**config.mk**
```make
export PLATFORM = sky130hd
export DESIGN_NAME = ls_offset_shifter
export DESIGN_NICKNAME = d
export VERILOG_FILES = /design/src/rtl/ls_offset_shifter.sv
export SDC_FILE = /design/constraint.sdc
export NUM_CORES = 1
export LEC_CHECK = 0
export ABC_AREA = 0
export BUFFER_PORTS_ARGS = -buffer_cell sky130_fd_sc_hd__buf_2
export CORE_MARGIN = 2
export CORE_UTILIZATION = 25
export DETAILED_ROUTE_END_ITERATION = 10
export PLACE_DENSITY = 0.39
export SLEW_MARGIN = 20
export SYNTH_ARGS = -nofsm -noshare
export SYNTH_HDL_FRONTEND = slang
export SYNTH_SLANG_ARGS = --single-unit
```
**constraint.sdc**
```tcl
create_clock -name vclk -period 8
set_clock_uncertainty 0.2 [all_clocks]
set_input_delay 1.6 -clock vclk [all_inputs]
set_output_delay 1.6 -clock vclk [all_outputs]
set_load 0.01 [all_outputs]
```
**src/rtl/ls_offset_shifter.sv**
```systemverilog
`timescale 1ns/1ps
module ls_offset_shifter #(
  parameter int WIDTH = 32,
  localparam int AMT_W = $clog2(WIDTH) + 1
) (
  input  logic [WIDTH-1:0] ofs_in,
  input  logic [2:0]       sh_kind,
  input  logic [AMT_W-1:0] sh_amt,
  input  logic             carry_in,
  input  logic [2:0]       xfer_kind,
  input  logic             alt_enc,
  output logic [WIDTH-1:0] ofs_out,
  output logic             bad_shift
);
  localparam logic [2:0] K_LSL = 3'd0, K_LSR = 3'd1, K_ASR = 3'd2, K_ROR = 3'd3, K_RRX = 3'd4;
  localparam logic [2:0] X_WORD = 3'd0, X_UBYTE = 3'd1;
  localparam logic [AMT_W-1:0] AMT_FULL = AMT_W'(WIDTH);
  localparam logic [AMT_W-1:0] AMT_TOP  = AMT_W'(WIDTH - 1);

  logic             no_shift, amt_ok, kind_ok;
  logic [WIDTH-1:0] shifted;
  logic [2*WIDTH-1:0] rot_pair;

  assign no_shift = (sh_kind == K_LSL) && (sh_amt == '0);
  assign kind_ok  = !alt_enc && (xfer_kind == X_WORD || xfer_kind == X_UBYTE);

  always_comb begin
    unique case (sh_kind)
      K_LSL:        amt_ok = sh_amt <= AMT_TOP;
      K_LSR, K_ASR: amt_ok = (sh_amt != '0) && (sh_amt <= AMT_FULL);
      K_ROR:        amt_ok = (sh_amt != '0) && (sh_amt <= AMT_TOP);
      K_RRX:        amt_ok = 1'b1;
      default:      amt_ok = 1'b0;
    endcase
  end

  assign rot_pair = {ofs_in, ofs_in} >> sh_amt;

  always_comb begin
    unique case (sh_kind)
      K_LSL:   shifted = ofs_in << sh_amt;
      K_LSR:   shifted = (sh_amt >= AMT_FULL) ? '0 : ofs_in >> sh_amt;
      K_ASR:   shifted = (sh_amt >= AMT_FULL) ? {WIDTH{ofs_in[WIDTH-1]}}
                                              : WIDTH'($signed(ofs_in) >>> sh_amt);
      K_ROR:   shifted = rot_pair[WIDTH-1:0];
      K_RRX:   shifted = {carry_in, ofs_in[WIDTH-1:1]};
      default: shifted = ofs_in;
    endcase
  end

  assign bad_shift = !no_shift && !(amt_ok && kind_ok);
  assign ofs_out   = bad_shift ? ofs_in : shifted;
endmodule

```
# Word level (Yosys, flattened, before mapping)
# Index checks and enable logic that the tools add are counted.
[word_totals] regBits=0 in_bits=46 wordCells=32 output_inout_bits=33
[op_classes] shift=4 n_eq_ne=5 n_mux=5 order_cmp=3 reduce_logical=15
[ops] cell="32-bit case mux with 5 select lines" count=1
[ops] cell="32-bit two-way mux" count=3
[ops] cell="64-bit by 6-bit >> shifter with 32-bit output" count=1
[ops] cell="32-bit by 6-bit left shift with 32-bit output" count=1
[ops] cell="32-bit by 6-bit >> shifter with 32-bit output" count=1
[ops] cell="32-bit by 6-bit >>> shifter with 32-bit output" count=1
[ops] cell="3-bit by 1-bit == test with 1-bit output (second input constant)" count=2
[ops] cell="3-bit by 2-bit == test with 1-bit output (second input constant)" count=2
[ops] cell="6-bit >= comparator (second input constant)" count=1
[ops] cell="6-bit by 5-bit <= comparator with 1-bit output (second input constant)" count=1
[ops] cell="6-bit <= comparator (second input constant)" count=1
[ops] cell="1-bit logical AND" count=6
[ops] cell="3-bit logical NOT" count=2
[ops] cell="6-bit logical NOT" count=1
[ops] cell="6-bit nonzero test" count=1
[ops] cell="1-bit case mux with 4 select lines" count=1
[ops] cell="3-bit == test (second input constant)" count=1
[ops] cell="1-bit logical NOT" count=3
[ops] cell="2-bit OR reduction" count=1
[ops] cell="1-bit logical OR" count=1

# Depth between registers and ports, before layout
# Gate-level depths: netlist of run 1.
[logic_depth] ltp_word=7 mapped_depth=10 depth_no_buf=7

# Least setup slack after synthesis of run 1
# Ideal clock, no wire load.
[synth_timing] path_kind="input port to output port" startpoint="input port sh_amt[1]" endpoint="output port ofs_out[19]" n_path_buf=3 required_time_ps=6200 cell_stages=9 arrival_ps=3607 slack_ps=2593 cell_sequence="clkbuf_1 > buf_2 > inv_2 > buf_1 > mux2i_1 > nor3_1 > a221oi_1 > o211ai_1 > o32a_1"
[synth_via] elab_chain_cells=7 word_cells_on_any_way=21 cone_classes="order compare: 3; shift: 4; mux: 5; reduce/logical: 9"
[synth_rtl] item="start, declared" line_no="8" rtl="input logic [AMT_W-1:0] sh_amt,"
[synth_rtl] item="6-bit by 5-bit <= comparator with 1-bit output, or another cell as far along" line_no="29, 31"
[synth_rtl] item="1-bit logical AND, on equally long branches" line_no="31, 30"
[synth_rtl] item="1-bit case mux with 4 select lines" line_no="28" rtl="unique case (sh_kind)"
[synth_rtl] item="1-bit logical AND" line_no="51" rtl="assign bad_shift = !no_shift && !(amt_ok && kind_ok);"
[synth_rtl] item="1-bit logical NOT" line_no="51"
[synth_rtl] item="1-bit logical AND" line_no="51"
[synth_rtl] item="32-bit two-way mux (*)" line_no="52" rtl="assign ofs_out = bad_shift ? ofs_in : shifted;"
[synth_rtl] item="end, declared" line_no="12" rtl="output logic [WIDTH-1:0] ofs_out,"
# Every way passes the cells marked *; elsewhere a longest branch is shown, timed or not.

# Worst setup path in the final report of run 1
[layout_timing] startpoint="input port sh_amt[5]" endpoint="output port ofs_out[15]"
# Same word-level chain as after synthesis.

==> metrics.cfg, run 1 <==
[yosys]
postSynthCellCount = 857
syn_area_um2 = 6210
ys_warn_count = 0
syn_nets = 903
ys_types = 75
yosysSeqAreaShare_pct = 0
syn_avg_cell_area_um2 = 7.24

[min_path]
hold_class = primary input to output pin

[routing]
wl_um = 40000
drt_first_pass_iters = 6
first_iter_violations = 1223
vias = 8241
antenna_left = 0
avgRoutedWirePerCell_um = 34.0
via_per_inst = 7.00
drc = 0

[finish]
drive_above_1_share_pct = 23.0
seq_cell_count = 0
layout.nets = 899
stdcell_count = 1177
n_clock_buffer = 0
regArea_um2 = 0
synthToLayoutAreaGrowth_pct = 8.27

[place]
post-place-ws_ps = 1480
port_buffers = 78
place.gp.congestion = 1.01
hpwl_um = 28400
placedCellCount = 1175

[timing]
fmax_ghz = 0.150
fin_crit_ps = 6680
rsz0062_at_grt = false
max_slew.worst_pin.slew_ps = 1170
setup-tns-final_ps = 0
slew_headroom_pct = 21.9
setup_violations = 0
hold_violations = 0
layout_setup_ws_ps = 1320
final-max-slew-violation-count = 0
post-route-period-util_pct = 83.5

[global_routing]
grt_pass1_wl_um = 57000
grt_pass1_vias = 7743
overflow = 0
antenna_found_initial = 1
track_usage_pct = 29.6
grt_max_degree = 75

[setup_path]
cp.required_ps = 6200
crit_path_end_kind = output pin
crit_type = primary input to output pin
path_max_fanout = 18
cp.arrival_ps = 4880
cp-start-kind = primary input

[clock_tree]
cts_hold_buf = 0
post_cts_buffers = 0
cts_resized = 0

[die]
coreArea_um2 = 24300
num_rows = 57
ios = 79
fp.dieH_um = 162
die_area_um2 = 26100
die_x_um = 162
start_util_pct = 25.5

[status]
status = complete, no violations

[job]
cap_violations = 0

==> synth_stat cells, types with 10 or more instances <==
library cell | count | area, µm²
o32a_1 | 12 | 120
nor2_1 | 92 | 345
nand2b_1 | 10 | 62.6
mux4_2 | 55 | 1240
nor2b_1 | 11 | 68.8
o211ai_1 | 11 | 82.6
mux2_2 | 22 | 248
mux2i_1 | 73 | 731
a22oi_1 | 12 | 90.1
clkbuf_1 | 71 | 267
nand3_1 | 27 | 135
a2111oi_0 | 10 | 87.6
a21oi_1 | 43 | 215
buf_2 | 19 | 95.1
o22ai_1 | 15 | 93.8
nand2_1 | 95 | 357
a31oi_1 | 19 | 119
a211oi_1 | 14 | 105
o21ai_0 | 50 | 250
nor3_1 | 27 | 135
==> worst max-delay path, stage by stage <==
cell	delay (ps)
buf_2	240
nor4_2	730
nand2_1	650
o41a_1	300
o21a_1	290
or4_1	550
o32a_1	370
buf_2	140
==> path summary, 6_finish.rpt <==
path	slack [ps]	endpoint	cells past startpoint	start
setup / recovery	1320	ofs_out[15]	8	sh_amt[5]
hold / removal	3560	ofs_out[1]	4	ofs_in[1]
==> final cells by class <==
cell class	instances	area [µm²]
inverter	9	33.8
multi-input combinational	738	5680
tap	324	405
timing repair buffer	104	593
fill	2709	17600
antenna	2	5.00
==> kinds of logic (layout without fill, tap and decap cells) <==
kind of cell    after synthesis  count (layout)  share of synthesized area [%]
buf+inv                     119             113                           8.55
compound gates              264             264                           29.6
xor+xnor                      2               2                          0.282
other cells                   0               2                              0
simple gates                318             318                           24.3
mux                         154             154                           37.2
==> cell usage in the layout, fill, tap and decap left out, drive strengths merged, types with 4 or more instances in the layout <==
cell type / instances
buf: 104
nand2: 95
nor2: 93
mux2i: 74
mux4: 58
o21ai: 53
a21oi: 43
nor3: 28
nand3: 27
mux2: 22
a31oi: 19
o22ai: 15
a211oi: 14
o32a: 12
a22oi: 12
nor2b: 11
o211ai: 11
nand2b: 10
a2111oi: 10
nor4: 10
and2: 9
inv: 9
o2111ai: 7
a221oi: 7
nand3b: 6
and3: 6
o32ai: 6
o21a: 6
a41oi: 6
nor4b: 5
o22a: 5
or2: 4
a211o: 4
a222oi: 4
a22o: 4
==> through the flow <==
| step | instance area [µm²] | hold slack (ps) | utilization, % |
|---|---|---|---|
| 6_report | 6720 | 3560 | 27.6 |
| 3_3_place_gp | 6710 | 3540 | 27.6 |
| 2_1_floorplan | 6210 | 3150 | - |
| 3_5_place_dp | 6710 | 3540 | 27.6 |
| 5_1_grt | 6710 | 3570 | 27.6 |
| 4_1_cts | 6710 | 3550 | 27.6 |
==> metal layers <==
metal  GRT usage (%)  up-vias  wire length (µm)
li1                -     3358                 -
met1            44.4     4073             17100
met2            42.9      698             16400
met3            4.85      112              4960
met4            9.29        0              1610
met5               0        -                 0
==> run 2: changes to the inputs <==
PLACE_DENSITY = 0.4   (was 0.39)
clock period = 6 ns   (was 8 ns; I/O delays follow)
==> run 2 against run 1 <==
  * Cell area is 4.5% higher
  * Non-clock buffer count increased by 34
  * Final cell count up 2.7%
  * Critical path depth is 2 higher
  * First-iteration DRC count rose by 2.4%
  * Setup slack lost 830 ps
  * Die area stayed put
  * Wire length is 2.8% higher
  * Via count grew 1.2%
  * Critical endpoint is now ofs_out[0]
  * Highest routed layer unchanged
==> metrics.cfg, run 2 (synthesized netlist as in run 1, its figures left out) <==
[finish]
synthToLayoutAreaGrowth_pct = 13.1  ; was 8.27%
most-common-layout-cells = nand2_1, nor2_1, buf_2, mux2i_1, buf_4  ; was nand2_1, nor2_1, buf_2, mux2i_1, mux4_2
seq_cell_count = 0  ; unchanged
nFillCells = 2682  ; was 2,709
layout.nets = 933  ; was 899
n_clock_buffer = 0  ; unchanged
stdcell_count = 1209  ; was 1,177
regArea_um2 = 0  ; unchanged
fin_area_um2 = 7020  ; was 6720 µm²
drive_above_1_share_pct = 26.0  ; was 23.0%
mostFrequentLayoutCell = nand2_1  ; unchanged
diodes = 0  ; was 2

[setup_path]
path_max_fanout = 18  ; unchanged
cp_common_cell = buf_2  ; unchanged
crit_path_end_kind = output pin  ; unchanged
cp.arrival_ps = 4110  ; was 4880 ps
cpMaxStageDelayCell = nor4_2  ; unchanged
cp.required_ps = 4600  ; was 6200 ps
crit_type = primary input to output pin  ; unchanged
path_cells = buf_2 > nor4_2 > nand2_1 > buf_4 > o41ai_1 > a21o_1 > inv_1 > nor2_1 > a31oi_1 > buf_2  ; was buf_2 > nor4_2 > nand2_1 > o41a_1 > o21a_1 > or4_1 > o32a_1 > buf_2
cp-start-kind = primary input  ; unchanged
max_stage_delay_ps = 710  ; was 730 ps

[place]
port_buffers = 78  ; unchanged
hpwl_um = 30200  ; was 28,400 µm
placed_area_um2 = 7020  ; was 6710 µm²
place.gp.congestion = 1.00  ; was 1.01
placedCellCount = 1209  ; was 1,175

[clock_tree]
post_cts_buffers = 0  ; unchanged
cts_hold_buf = 0  ; unchanged
cts_resized = 0  ; unchanged

[routing]
avgRoutedWirePerCell_um = 34.0  ; about the same
drc = 0  ; unchanged
first_iter_violations = 1252  ; was 1,223
antenna_left = 0  ; unchanged
drt_first_pass_iters = 6  ; unchanged
vias = 8342  ; was 8,241
via_per_inst = 6.90  ; was 7.00
wl_um = 41100  ; was 40,000 µm

[global_routing]
grt_pass1_vias = 7602  ; was 7,743
grt_pass1_wl_um = 57800  ; was 57,000 µm
overflow = 0  ; unchanged
antenna_found_initial = 0  ; was 1
track_usage_pct = 30.3  ; was 29.6%
grt_max_degree = 52  ; was 75

[timing]
hold_violations = 0  ; unchanged
slew_headroom_pct = 30.2  ; was 21.9%
final-max-slew-violation-count = 0  ; unchanged
setup-tns-final_ps = 0  ; unchanged
fmax_ghz = 0.181
rsz0062_at_grt = false  ; unchanged
max_slew.worst_pin.slew_ps = 1050  ; was 1170 ps
post-route-period-util_pct = 91.9
fin_crit_ps = 5510
setup_violations = 0  ; unchanged

[power_and_ir_drop]
peakVddDrop_mv = 0.0594
power_leakage_nw = 2.53
cellPowerDensity_nw_per_um2 = 91.5

[die]
die_x_um = 162  ; unchanged
die_area_um2 = 26100  ; unchanged
num_rows = 57  ; unchanged
coreArea_um2 = 24300  ; unchanged
start_util_pct = 25.5  ; unchanged
fp.dieH_um = 162  ; unchanged
ios = 79  ; unchanged

[job]
cap_violations = 0  ; unchanged

[min_path]
hold_class = primary input to output pin  ; unchanged

[status]
status = complete, no violations  ; unchanged

-- run 2: cell count changes in the layout (fill, tap and decap cells not counted) --
cell | previous run | this run
buf_12 | 0 | 4
buf_4 | 29 | 59
diode_2 | 2 | 0
-- run 2: stage by stage --
stage / utilization (%) / power [W] / hold WS, ps / worst slack, ps
after floorplan: - / 0.000385 / 2350 / 1390
after global placement: 28.8 / 0.000622 / 2710 / 546
after detailed placement: 28.9 / 0.000613 / 2710 / 583
after global routing: 28.9 / 0.000662 / 2750 / 335
after CTS: 28.9 / 0.000616 / 2710 / 578
final: 28.9 / 0.000642 / 2700 / 487
-- run 2: metal layers --
metal | wire length [µm] | vias up | global-route usage [%]
met5 | 0 | - | 0
met1 | 17400 | 4104 | 44.7
li1 | - | 3429 | -
met3 | 5180 | 107 | 6.83
met2 | 17000 | 702 | 43.6
met4 | 1560 | 0 | 9.17
-- run 2: power breakdown --
part           total (W)  leakage [nW]  internal (W)  switching, W
logic           0.000642          2.53      0.000225      0.000417
clock network          0             0             0             0
registers              0             0             0             0
total           0.000642          2.53      0.000225      0.000417
-- run 2: critical path: cells and delay by family --
kind | cells | cell delay (ps)
and+or+nand+nor | 3 | 1420
AOI/OAI and AO/OA | 3 | 650
buffers and inverters | 4 | 840
-- run 2: path summary, 6_finish.rpt --
kind / startpoint / endpoint / cells past startpoint
hold / removal: ofs_in[1] / ofs_out[1] / 4
setup / recovery: sh_kind[2] / ofs_out[0] / 10
-- run 2: final cells by class --
class	instances	area, µm²	share of cell area (%)
Multi-Input combinational cell	738	5680	80.9
Timing Repair Buffer	138	898	12.8
Tap cell	324	405	5.78
Inverter	9	33.8	0.481
(Power assumes the default switching activity.)
